`config.mk`:
```
export PLATFORM = sky130hd
export DESIGN_NAME = cfg_write_port
export DESIGN_NICKNAME = d
export VERILOG_FILES = /design/src/rtl/cfg_wp_pkg.sv /design/src/rtl/cfg_wp_strobe.sv /design/src/rtl/cfg_wp_stage.sv /design/src/rtl/cfg_wp_dbuf.sv /design/src/rtl/cfg_wp_bank.sv /design/src/rtl/cfg_write_port.sv
export SDC_FILE = /design/constraint.sdc
export NUM_CORES = 1
export LEC_CHECK = 0
export BUFFER_PORTS_ARGS = -buffer_cell sky130_fd_sc_hd__buf_2
export CAP_MARGIN = 15
export CORE_AREA = 2 2 327 199
export CTS_BUF_LIST = sky130_fd_sc_hd__clkbuf_4
export CTS_CLUSTER_SIZE = 12
export DETAILED_ROUTE_END_ITERATION = 16
export DIE_AREA = 0 0 329 201
export HOLD_SLACK_MARGIN = 0.02
export PLACE_DENSITY_LB_ADDON = 0.08
export SETUP_SLACK_MARGIN = 0.4
export SLEW_MARGIN = 10
export SYNTH_ARGS = -nofsm -noshare
export SYNTH_HDL_FRONTEND = slang
export SYNTH_HIERARCHICAL = 1
export SYNTH_SLANG_ARGS = --single-unit
```
`constraint.sdc`:
```
create_clock -name clk -period 4.5 [get_ports clk]
set_input_delay 0.675 -clock clk [delete_from_list [all_inputs] [get_ports clk]]
set_output_delay 0.675 -clock clk [all_outputs]
set_load 0.01 [all_outputs]
```
`src/rtl/cfg_wp_pkg.sv`:
```
package cfg_wp_pkg;
  localparam int WORD_W = 32;
  localparam int BYTE_W = 8;
  localparam int LANES  = WORD_W / BYTE_W;
  localparam logic [2:0] ADDR_DEST = 3'd4;
  localparam logic [2:0] ADDR_SRC  = 3'd5;
endpackage

```
`src/rtl/cfg_wp_strobe.sv`:
```
module cfg_wp_strobe #(
  parameter int SYNC_STAGES = 2
) (
  input  logic clk,
  input  logic rst,
  input  logic strobe_n,
  output logic rise
);
  localparam int CHAIN = SYNC_STAGES + 1;
  logic [CHAIN-1:0] chain;

  always_ff @(posedge clk) begin
    if (rst) chain <= '1;
    else     chain <= {chain[CHAIN-2:0], strobe_n};
  end

  assign rise = chain[CHAIN-2] & ~chain[CHAIN-1];
endmodule

```
`src/rtl/cfg_wp_stage.sv`:
```
module cfg_wp_stage
  import cfg_wp_pkg::*;
#(
  parameter int DEST_W = 8,
  parameter int DELAY  = 4
) (
  input  logic              clk,
  input  logic              rst,
  input  logic              take,
  input  logic [2:0]        addr,
  input  logic [BYTE_W-1:0] data,
  output logic [WORD_W-1:0] word,
  output logic [DEST_W-1:0] dest,
  output logic [BYTE_W-1:0] src_sel,
  output logic              commit,
  output logic              busy
);
  localparam int CNT_W = (DELAY > 2) ? $clog2(DELAY) : 1;
  logic [BYTE_W-1:0] lane_q [LANES];
  logic [CNT_W-1:0]  cnt;

  for (genvar l = 0; l < LANES; l++) begin : g_lane
    always_ff @(posedge clk) begin
      if (rst) lane_q[l] <= '0;
      else if (take && addr == 3'(l)) lane_q[l] <= data;
    end
    assign word[l*BYTE_W +: BYTE_W] = lane_q[l];
  end

  always_ff @(posedge clk) begin
    if (rst) begin
      cnt    <= '0;
      commit <= 1'b0;
      busy   <= 1'b0;
      dest   <= '0;
    end else begin
      commit <= 1'b0;
      if (cnt != '0) begin
        cnt <= cnt - 1'b1;
        if (cnt == CNT_W'(1)) commit <= 1'b1;
      end
      if (commit) busy <= 1'b0;
      if (take && addr == ADDR_DEST && !busy) begin
        dest <= data[DEST_W-1:0];
        cnt  <= CNT_W'(DELAY - 1);
        busy <= 1'b1;
      end
    end
  end

  always_ff @(posedge clk) begin
    if (rst) src_sel <= '0;
    else if (take && addr == ADDR_SRC) src_sel <= data;
  end
endmodule

```
`src/rtl/cfg_wp_dbuf.sv`:
```
module cfg_wp_dbuf
  import cfg_wp_pkg::*;
(
  input  logic              clk,
  input  logic              rst,
  input  logic              load,
  input  logic [WORD_W-1:0] word,
  input  logic              evt_en,
  input  logic              evt,
  output logic [WORD_W-1:0] act
);
  logic [WORD_W-1:0] hold;

  always_ff @(posedge clk) begin
    if (rst) begin
      hold <= '0;
      act  <= '0;
    end else begin
      if (load) hold <= word;
      if (load && !evt_en)     act <= word;
      else if (evt && evt_en)  act <= hold;
    end
  end
endmodule

```
`src/rtl/cfg_wp_bank.sv`:
```
module cfg_wp_bank
  import cfg_wp_pkg::*;
#(
  parameter int                NUM_CFG     = 8,
  parameter int                DEST_W      = 8,
  parameter logic [DEST_W-1:0] GAIN_DEST   = 8'h20,
  parameter logic [DEST_W-1:0] FREQ_DEST   = 8'h21,
  parameter int                GAIN_EN_BIT = 1,
  parameter int                FREQ_EN_BIT = 0
) (
  input  logic                      clk,
  input  logic                      rst,
  input  logic                      commit,
  input  logic [DEST_W-1:0]         dest,
  input  logic [WORD_W-1:0]         word,
  input  logic                      evt_gain,
  input  logic                      evt_freq,
  output logic [NUM_CFG*WORD_W-1:0] cfg_flat,
  output logic [WORD_W-1:0]         gain_act,
  output logic [WORD_W-1:0]         freq_act
);
  logic [WORD_W-1:0] cfg_q [NUM_CFG];

  for (genvar i = 0; i < NUM_CFG; i++) begin : g_cfg
    always_ff @(posedge clk) begin
      if (rst) cfg_q[i] <= '0;
      else if (commit && dest == DEST_W'(i)) cfg_q[i] <= word;
    end
    assign cfg_flat[i*WORD_W +: WORD_W] = cfg_q[i];
  end

  cfg_wp_dbuf u_gain (
    .clk(clk), .rst(rst), .load(commit && dest == GAIN_DEST), .word(word),
    .evt_en(cfg_q[0][GAIN_EN_BIT]), .evt(evt_gain), .act(gain_act)
  );

  cfg_wp_dbuf u_freq (
    .clk(clk), .rst(rst), .load(commit && dest == FREQ_DEST), .word(word),
    .evt_en(cfg_q[0][FREQ_EN_BIT]), .evt(evt_freq), .act(freq_act)
  );
endmodule

```
`src/rtl/cfg_write_port.sv`:
```
module cfg_write_port
  import cfg_wp_pkg::*;
#(
  parameter int                NUM_CFG     = 8,
  parameter int                DEST_W      = 8,
  parameter int                COMMIT_DLY  = 4,
  parameter int                SYNC_STAGES = 2,
  parameter logic [DEST_W-1:0] GAIN_DEST   = 8'h20,
  parameter logic [DEST_W-1:0] FREQ_DEST   = 8'h21,
  parameter int                GAIN_EN_BIT = 1,
  parameter int                FREQ_EN_BIT = 0
) (
  input  logic                      clk,
  input  logic                      rst,
  input  logic                      host_we_n,
  input  logic [2:0]                host_addr,
  input  logic [BYTE_W-1:0]         host_data,
  input  logic                      evt_gain,
  input  logic                      evt_freq,
  output logic [NUM_CFG*WORD_W-1:0] cfg_flat,
  output logic [WORD_W-1:0]         gain_act,
  output logic [WORD_W-1:0]         freq_act,
  output logic [BYTE_W-1:0]         src_sel,
  output logic                      busy
);
  logic              take;
  logic              commit_pulse;
  logic [WORD_W-1:0] staged;
  logic [DEST_W-1:0] dest_idx;

  cfg_wp_strobe #(.SYNC_STAGES(SYNC_STAGES)) u_strobe (
    .clk(clk), .rst(rst), .strobe_n(host_we_n), .rise(take)
  );

  cfg_wp_stage #(.DEST_W(DEST_W), .DELAY(COMMIT_DLY)) u_stage (
    .clk(clk), .rst(rst), .take(take), .addr(host_addr), .data(host_data),
    .word(staged), .dest(dest_idx), .src_sel(src_sel),
    .commit(commit_pulse), .busy(busy)
  );

  cfg_wp_bank #(
    .NUM_CFG(NUM_CFG), .DEST_W(DEST_W), .GAIN_DEST(GAIN_DEST),
    .FREQ_DEST(FREQ_DEST), .GAIN_EN_BIT(GAIN_EN_BIT), .FREQ_EN_BIT(FREQ_EN_BIT)
  ) u_bank (
    .clk(clk), .rst(rst), .commit(commit_pulse), .dest(dest_idx), .word(staged),
    .evt_gain(evt_gain), .evt_freq(evt_freq), .cfg_flat(cfg_flat),
    .gain_act(gain_act), .freq_act(freq_act)
  );
endmodule

```
; ---- Word level (Yosys, flattened, before mapping)
; Memory sizes are Yosys's and may differ from the RTL's.
; Index checks and enable logic that the tools add are counted.
[op_classes]
n_reduce_logical = 32
bitwise_logic = 15
add_sub_neg = 1
muxes = 59
n_eq_ne = 15
[op_table]
columns = op, count
row1 = 2-to-1 mux 32 bit, 12
row2 = 2-to-1 mux 1 bit, 41
row3 = equality test 8 x 3 -> 1 bit (second input constant), 4
row4 = 2-to-1 mux 8 bit, 4
row5 = logical AND 1 bit, 21
row6 = equality test 8 x 2 -> 1 bit (second input constant), 2
row7 = equality test 8 x 6 -> 1 bit (second input constant), 2
row8 = OR 1 bit, 12
row9 = nonzero test 2 bit, 5
row10 = equality test 8 x 1 -> 1 bit (second input constant), 1
row11 = logical NOT 8 bit, 1
row12 = equality test 3 x 2 -> 1 bit (second input constant), 2
row13 = equality test 3 bit (second input constant), 2
row14 = 2-to-1 mux 2 bit, 2
row15 = equality test 3 x 1 -> 1 bit (second input constant), 1
row16 = logical NOT 1 bit, 3
row17 = logical NOT 3 bit, 1
row18 = equality test 2 x 1 -> 1 bit (second input constant), 1
row19 = NOT 1 bit, 2
row20 = OR reduction 2 bit, 1
row21 = subtractor 2 x 1 -> 2 bit (second input constant), 1
row22 = bitwise AND 1 bit, 1
[totals]
in_bits = 16
memories = 2
out_inout_bits = 329
wordCells = 134
ram_bits = 288
regBits = 151
[memory_table]
columns = memory, depth, width, read_ports, rd_clocked_by_memory_dff, write_ports, line
row1 = u_bank.cfg_q, 8, 32, 8, 0, 8, cfg_wp_bank.sv:22  ; logic [WORD_W-1:0] cfg_q [NUM_CFG];
row2 = u_stage.lane_q, 4, 8, 4, 0, 4, cfg_wp_stage.sv:19  ; logic [BYTE_W-1:0] lane_q [LANES];

; ---- Longest topological paths before layout
; Gate-level depths: netlist of the first run.
[logic_depth]
word_depth = 7
ltp_mapped = 8
mapped_depth_nobuf = 4

; ---- Cells and area by module
; Netlist of the first run, hierarchy kept.
[by_module_without_submodules]
columns = module, seq_area_each_um2, area_per_inst_um2, instances, cells_each
row1 = cfg_wp_bank, 7687.4, 11706.2, 1, 654
row2 = cfg_wp_dbuf, 1281.2, 3088.0, 2, 284
row3 = cfg_wp_stage, 1361.3, 2085.8, 1, 167
row4 = cfg_wp_strobe, 60.1, 85.1, 1, 7

; ---- Least setup slack after synthesis of the first run
; No wires, ideal clock.
[synth_path]
kind = register to register
startpoint = reg u_stage.dest[4]
endpoint = mem u_bank.cfg_q[0][0] (enable)
path_buffers = 3
stages_incl_launch_ff = 6
setup_time_ns = 0.470
required_time_ns = 4.030
path_slack_ns = 0.338
arrival_time_ns = 3.693
synth_period_minus_slack_ns = 4.162
path_cell_list = dfxtp_1 -> or4_1 -> buf_4 -> buf_6 -> buf_6 -> o31ai_1
[synth_rtl]
columns = item, line
row1 = from (decl), cfg_wp_stage.sv:13  ; output logic [DEST_W-1:0] dest,
row2 = from (signal assigned), cfg_wp_stage.sv:44  ; dest <= data[DEST_W-1:0];
row3 = to (decl), cfg_wp_bank.sv:22

; ---- Worst setup path in the final report of the first run
[layout_path]
startpoint = reg u_stage.commit
endpoint = reg u_bank.u_gain.act[6]
[layout_between]
elab_chain_len = 3
elab_cells_between_ends = 4
cone_classes = mux (1) / reduce/logical (3)
[layout_rtl]
columns = item, line
row1 = from (decl), cfg_wp_stage.sv:15  ; output logic commit,
row2 = from (signal assigned), cfg_wp_stage.sv:33  ; commit <= 1'b0;
row3 = from (signal assigned), cfg_wp_stage.sv:37  ; commit <= 1'b0;
row4 = from (signal assigned), cfg_wp_stage.sv:40  ; if (cnt == CNT_W'(1)) commit <= 1'b1;
row5 = logical AND 1 bit (*), cfg_wp_bank.sv:33  ; .clk(clk), .rst(rst), .load(commit && dest == GAIN_DEST), .word(word),
row6 = logical AND 1 bit (*), cfg_wp_dbuf.sv:20  ; if (load && !evt_en) act <= word;
row7 = 2-to-1 mux 32 bit / nonzero test 2 bit (equally long branches), --
row8 = to (signal assigned), cfg_wp_dbuf.sv:20
row9 = to (signal assigned), cfg_wp_dbuf.sv:21  ; else if (evt && evt_en) act <= hold;
row10 = to (decl), cfg_wp_dbuf.sv:10  ; output logic [WORD_W-1:0] act
; Every way passes the cells marked *; elsewhere a longest branch is shown, timed or not.
; A chain may end at the register's enable or synchronous reset.

==> impl_summary.txt, run 1 <==
----------------------------------------------------
[Layout]
  Net count, final ... 1756
  Final standard cell area without fillers ... 23800 um2
  Share of layout cells above drive strength 1 ... 0.5047
  Sequential cell area ... 11670 um2
  Multi-input gate area ... about 7200 um2
  FILL cells ... 6228
  Layout overhead on the synthesized area ... 18.68%

[STA]
  RSZ-0062 raised after global routing ... false
  Fmax ... 0.3361 GHz
  Final worst-path cycle share ... 0.6612
  TNS Setup ... 0 ps
  Setup-violating endpoint count in the final report ... 0
  Slew Limit Fails ... 0
  Worst relative slew slack ... 0.2837
  Final hold vios ... 0
  Slew of the pin with the lowest slew margin ... 1074 ps
  Setup ws final ... 1524 ps
  Worst clock skew ... between 50 and 60 ps
  Min Clock Period, post-route ... 2976 ps

[Global route]
  Initial antenna violation count ... 4
  Global route total overflow ... 0
  Maximum number of pins on one net before global-route repair ... between 100 and 150
  GR Util All Layers ... 0.1939
  Via count of the first global-routing pass ... between 10k and 15k
  Global-route wire length before repair ... about 94000 um

[Logic synthesis]
  Synthesized-area fraction occupied by adder cells ... 0.001248
  Leading cell type by number of instances after synthesis ... edfxtp_1
  Mean instance size in the synthesized netlist ... 14.36 um2
  Area share of xor/xnor cells in the synthesized design ... 0.0004368
  Yosys Warn Count ... 6
  Post-synthesis instance area ... around 20000 um2
  Number of flip-flops and latches in the synthesized netlist ... roughly 440
  Most used flip-flop cell after synthesis ... edfxtp_1
  Syn_nets ... between 1k and 1.5k
  Share of synthesized registers carrying an async set or reset ... 0
  Most area-hungry cell type in the Yosys netlist ... edfxtp_1
  Portion of the post-synthesis area used by sequential elements ... 0.5820
  Basic-gate share of the synthesized area counting and, or, nand and nor cells ... 0.2528
  Main combinational cell family by area after synthesis ... simple AND/OR/NAND/NOR gates
  Number of cells produced by synthesis ... 1396
  Synth cell types ... 51
  Leading cell types by count after synthesis ... 288 x edfxtp_1, 252 x nor4_2, 151 x dfxtp_1
  Number of enable flip-flop cells after synthesis ... ~290
  Share of the synthesized area in compound gates (AO/OA/AOI/OAI) ... 0.05541
  Post-synthesis mux area share ... 0.03787
  Area fraction of the dominant cell type after synthesis ... 0.4313
  Top cells by area, synth ... edfxtp_1 43%, nor4_2 16%, dfxtp_1 15%

[Setup path]
  Crit path cell chain ... or3b_2 > nor4_2 > buf_4 > nor3b_1 > a2111oi_4
  Buffers & Inverters on Critical Path ... 1
  CP peak stage delay ... 780 ps
  Cell family with the largest share of critical-path delay ... simple AND/OR/NAND/NOR gates
  Crit path kind ... reg -> reg
  Critical path endpoint category ... flop
  Critical Path Source Type ... flop
  Arrival time reported for the critical path endpoint ... roughly 3700 ps
  Worst-path maximum fanout ... 64
  Slowest-stage cell, CP ... buf_4
  Required time at the worst-slack endpoint ... about 5200 ps

[Place]
  Post-DP HPWL ... 40240 um
  DP Area ... 22270 um2
  Count of port buffers added during placement ... ~340
  Routability-driven placement congestion ratio ... 0.7699
  Setup slack after placement ... 1475 ps

[Detailed routing]
  Average detailed-routed wire length per instance ... 24.34 um
  Detailed-route DRC error count ... 0
  Initial DRC count ... 839
  Vias per cell ... 4.934
  Post-detailed-routing wire length ... 65220 um
  Number of detailed-routing iterations run before antenna repair ... 5
  Count of antenna-violating nets left after detailed routing ... 0
  DR vias ... 13.22k

[CTS]
  TritonCTS clock tree ... built
  Number of buffers created by CTS ... 114
  Clk Latency, worst-skew pair ... roughly 890 ps
  Maximum clock path buffer count ... 3
  Root cell of the clock tree ... clkbuf_4
  Clock transition at path regs ... 70 ps
  Count of clock tree sinks ... around 440
  PostCTS Resize Cnt ... 0
  Cts hold-fix bufs ... 1
  Number of levels the H-tree was split into ... 3
  Post-CTS Repair Setup Buffers ... 0

[Die]
  Die area ... 66130 um2
  Top-Level Pins ... 345
  Initial cell density of the core ... 0.3157
  Core Box Area ... between 60000 and 70000 um2
  Std-Cell Rows ... 72
  Vert. Die Dim ... 201 um
  Die Wd ... 329 um

[Power and ir drop]
  Leakage component of the power ... about 8.3 nW
  Worst vdd ir ... 193.4 uV
  Power per Cell Area ... 375.9 nW/um2

[Flow run]
  Max cap viols ... 0

[Min path]
  Path type of the worst min-delay path ... in -> reg

[Run status]
  Result of the run ... finished, final reports clean

----------------------------------------------------
[final cells by class]
cell class	instances	share of cell area
Clock inverter	13	0.003365
Multi-Input combinational cell	708	0.3009
Tap cell	851	0.04474
Clock buffer	190	0.05993
Sequential cell	439	0.4904
Timing Repair Buffer	374	0.08428
Antenna cell	4	0.0004206
Inverter	101	0.01593
[registers in the layout, indices dropped and copies added (netlist names)]
| name | cells |
|---|---|
| u_bank/u_freq/act | 32 |
| u_bank/cfg_q | 256 |
| u_stage/cnt | 2 |
| u_bank/u_gain/act | 32 |
| u_stage/lane_q | 32 |
| u_stage/src_sel | 8 |
| u_bank/u_gain/hold | 32 |
| u_strobe/chain | 3 |
| u_bank/u_freq/hold | 32 |
| u_stage/busy | 1 |
| u_stage/dest | 8 |
| u_stage/commit | 1 |
[where the power goes]
part	switching [W]	leakage (nW)	internal (W)
clock network	0.00174	0.915	0.00194
registers	0.0000858	4.20	0.00444
logic	0.000521	3.20	0.000221
[cells in the final DEF, fill, tap and decap left out, types with 48 or more instances in the layout]
| master | count |
|---|---|
| buf_2 | 343 |
| edfxtp_1 | 288 |
| nor4_2 | 254 |
| clkbuf_4 | 190 |
| dfxtp_1 | 151 |
| inv_1 | 101 |
| mux2i_1 | 72 |
| nor2_1 | 65 |
| nor3b_1 | 63 |
| a2111oi_2 | 58 |
| and3b_1 | 48 |
[kinds of logic after synthesis]
kind of cell,count (synthesis)
adders and majority gates,2
AOI/OAI and AO/OA,87
xor gates and xnor gates,1
and+or+nand+nor,543
buffers and inverters,249
muxes,75
DFF,439
[metrics by stage]
| stage | cells | power (W) | hold WS [ps] | utilization |
|---|---|---|---|---|
| 2_1_floorplan | 1396 | 0.005036 | 383.2 | - |
| 3_3_place_gp | 2472 | 0.005360 | 392.3 | 0.3507 |
| 3_5_place_dp | 2472 | 0.005367 | 393.3 | 0.3507 |
| 4_1_cts | 2676 | 0.009106 | 54.63 | 0.3746 |
| 5_1_grt | 2680 | 0.009363 | 65.70 | 0.3747 |
| 6_report | 2680 | 0.008946 | 177.1 | 0.3747 |
[tightest hold or removal path: stages]
cell and delay (ps):
buf_2 180, nand2_1 80, a21oi_1 50
[routing by layer]
metal | up-vias | GRT usage | part of all wire
met5 | - | 0 | 0
met4 | 0 | 0.04909 | 0.018
met3 | 81 | 0.04822 | 0.053
met2 | 378 | 0.2916 | 0.45
met1 | 6734 | 0.2775 | 0.48
li1 | 6029 | - | -
[final timing paths]
kind | start | end | slack [ps] | cells past startpoint
min | host_data[0] | u_stage/src_sel[0] | 180 | 3
max reg2reg | u_stage/commit | u_bank/u_gain/act[6] | 1520 | 5
max | u_stage/commit | u_bank/u_gain/act[6] | 1520 | 5
min reg2reg | u_strobe/chain[0] | u_strobe/chain[1] | 410 | 1
Power figures use the tool's default switching activity.
==> inputs of run 2 (changes only) <==
- clock period: 4.5 -> 3.1 ns (I/O delays scaled with it)
==> run 2 against run 1 <==
Net effect: utilization grew 0.54 points; sequential share of layout area shrank 0.69 points; largest power group unchanged; clock skew grew 24 ps; critical endpoint is now u_bank/cfg_q[0][59]; count of clock-buffer cells in the layout shrank 14; clock power grew 48%; fmax grew 17%.
==> impl_summary.txt, run 2 (synthesis results as in run 1) <==
----------------------------------------------------
[Setup path]
  Launching element of the worst setup path ... u_stage/dest[4]
  Stages on the worst setup path ... 3
  Crit path kind ... reg -> reg
  Capture point of the critical path ... u_bank/cfg_q[0][59]
  Worst-path maximum fanout ... 141
  Logic depth of the worst register-to-register path ... 3
  Reg-to-reg setup timing slack ... 570 ps
  Crit path cell chain ... or4_4 > buf_12 > nor4_1
  Critical path endpoint category ... flop
  Arrival time reported for the critical path endpoint ... 3200 ps
  Cell family with the largest share of critical-path delay ... simple AND/OR/NAND/NOR gates
  Buffers & Inverters on Critical Path ... 1
  Start of the worst register-to-register path ... u_stage/dest[4]
  Slowest-stage cell, CP ... or4_4
  Critical Path Source Type ... flop
  Required time at the worst-slack endpoint ... 3770 ps
  Destination of the worst register-to-register timing path ... u_bank/cfg_q[0][59]
  CP peak stage delay ... 870 ps

[Layout]
  Final standard cell area without fillers ... 24140 um2
  Core occupancy in the finished layout ... 0.3801
  Count of non-filler cells in the finished layout ... 2708
  Most frequent cells in the layout ... 343 x buf_2, 288 x edfxtp_1, 253 x nor4_2
  Register bank with the most flops ... u_bank/cfg_q
  Flip-flop count of the largest register, all copies and words added ... approximately 260
  Layout overhead on the synthesized area ... 20.38%
  Share of layout cells above drive strength 1 ... 0.4976
  Net count, final ... 1777
  Most common library cell in the layout ignoring fill and taps ... buf_2

[STA]
  RSZ-0062 raised after global routing ... false
  Final worst-path cycle share ... 0.8169
  Worst relative slew slack ... 0.2904
  Setup ws final ... 567.5 ps
  Setup-violating endpoint count in the final report ... 0
  Worst clock skew ... 82.49 ps
  Final hold vios ... 0
  Slew Limit Fails ... 0
  Slew of the pin with the lowest slew margin ... around 1100 ps
  Fmax ... 0.3949 GHz
  Post-route worst hold slack ... 118.6 ps
  Min Clock Period, post-route ... between 2000 and 3000 ps

[CTS]
  Number of levels the H-tree was split into ... 3
  Count of clock tree sinks ... around 440
  TritonCTS clock tree ... built
  Clk Latency, worst-skew pair ... 940 ps
  Root cell of the clock tree ... clkbuf_4
  Maximum clock path buffer count ... 3
  Clock transition at path regs ... 70 ps
  Number of buffers created by CTS ... between 100 and 150

[Die]
  Initial cell density of the core ... 0.3157
  Top-Level Pins ... between 300 and 400
  Die Wd ... 329 um
  Core Box Area ... 63510 um2
  Vert. Die Dim ... around 200 um
  Die area ... 66130 um2
  Std-Cell Rows ... 72

[Run status]
  Result of the run ... finished, final reports clean

[Global route]
  Via count of the first global-routing pass ... 13.33k
  Initial antenna violation count ... 2
  Global route total overflow ... 0
  Maximum number of pins on one net before global-route repair ... 167
  Global-route wire length before repair ... 96190 um
  GR Util All Layers ... 0.2023

[Detailed routing]
  Initial DRC count ... 996
  Average detailed-routed wire length per instance ... 25.00 um
  DR vias ... between 10k and 15k
  Post-detailed-routing wire length ... 67710 um
  Count of antenna-violating nets left after detailed routing ... 0
  Number of detailed-routing iterations run before antenna repair ... 7
  Vias per cell ... 4.929
  Detailed-route DRC error count ... 0

[Power and ir drop]
  Leakage component of the power ... 8.444 nW
  Worst vdd ir ... 262.7 uV
  Power per Cell Area ... 544.5 nW/um2

[Place]
  DP Area ... 22390 um2
  Routability-driven placement congestion ratio ... roughly 0.75
  Count of port buffers added during placement ... 344
  Setup slack after placement ... 331.1 ps
  Post-DP HPWL ... 41750 um
  Cells after DPL ... 2478

[Min path]
  Path type of the worst min-delay path ... in -> reg

[Flow run]
  Max cap viols ... 0

----------------------------------------------------
run 2: cell types whose count changed in the layout (fill, tap and decap cells not counted), sizes merged:
cell and delta:
clkbuf -14, bufinv +3, inv -2, clkinv +12, dlygate4sd3 +14, buf +7
diode +8
run 2: cell type report:
cell class | count | area [um2]
Clock inverter | 26 | 215.2
Tap cell | 851 | 1065
Antenna cell | 12 | 30.03
Clock buffer | 176 | 1321
Fill cell | 6246 | 39370
Multi-Input combinational cell | 708 | 7173
Timing Repair Buffer | 395 | 2285
Sequential cell | 439 | 11670
Inverter | 101 | 379.1
run 2: where the power goes:
part           internal, W  switching [W]  leakage, nW
Sequential         0.00644       0.000129         4.20
Clock              0.00289        0.00257        0.911
Combinational     0.000342       0.000772         3.33
Total              0.00968        0.00347         8.44
run 2: how the worst min path moves through the flow:
stage / to / from / slack, ps / cells past startpoint
final: u_stage/busy / rst / 120 / 3
after global placement: u_strobe/chain[1] / u_strobe/chain[0] / 390 / 1
after CTS: u_bank/u_freq/hold[12] / rst / 130 / 3
after global routing: u_bank/u_freq/hold[13] / rst / 100 / 3
after floorplan: u_strobe/chain[1] / u_strobe/chain[0] / 380 / 1
after detailed placement: u_strobe/chain[1] / u_strobe/chain[0] / 390 / 1
run 2: metrics by stage:
step	TNS (ps)	total power (W)
floorplan	-19430	0.007308
global placement	0	0.007809
detailed placement	0	0.007821
CTS	0	0.01337
global route	0	0.01376
finish	0	0.01314
run 2: timing repair:
item	CTS	global route
hold buffers	15	0
pin swaps	0	1
resized for setup	2	4
setup endpoints to repair	22	29
setup buffers	0	1
hold endpoints to repair	52	0
run 2: layer usage:
layer / routed length [um] / up-vias / GRT usage
met3: 4067 / 104 / 0.05593
li1: - / 6098 / -
met5: 0 / - / 0
met4: 1382 / 0 / 0.05333
met2: 30280 / 429 / 0.2989
met1: 31980 / 6716 / 0.2895
run 2: worst register-to-register path, stage by stage (launching register included):
cell     delay (ps)
dfxtp_1         330
or4_4           870
buf_12          450
nor4_1          620
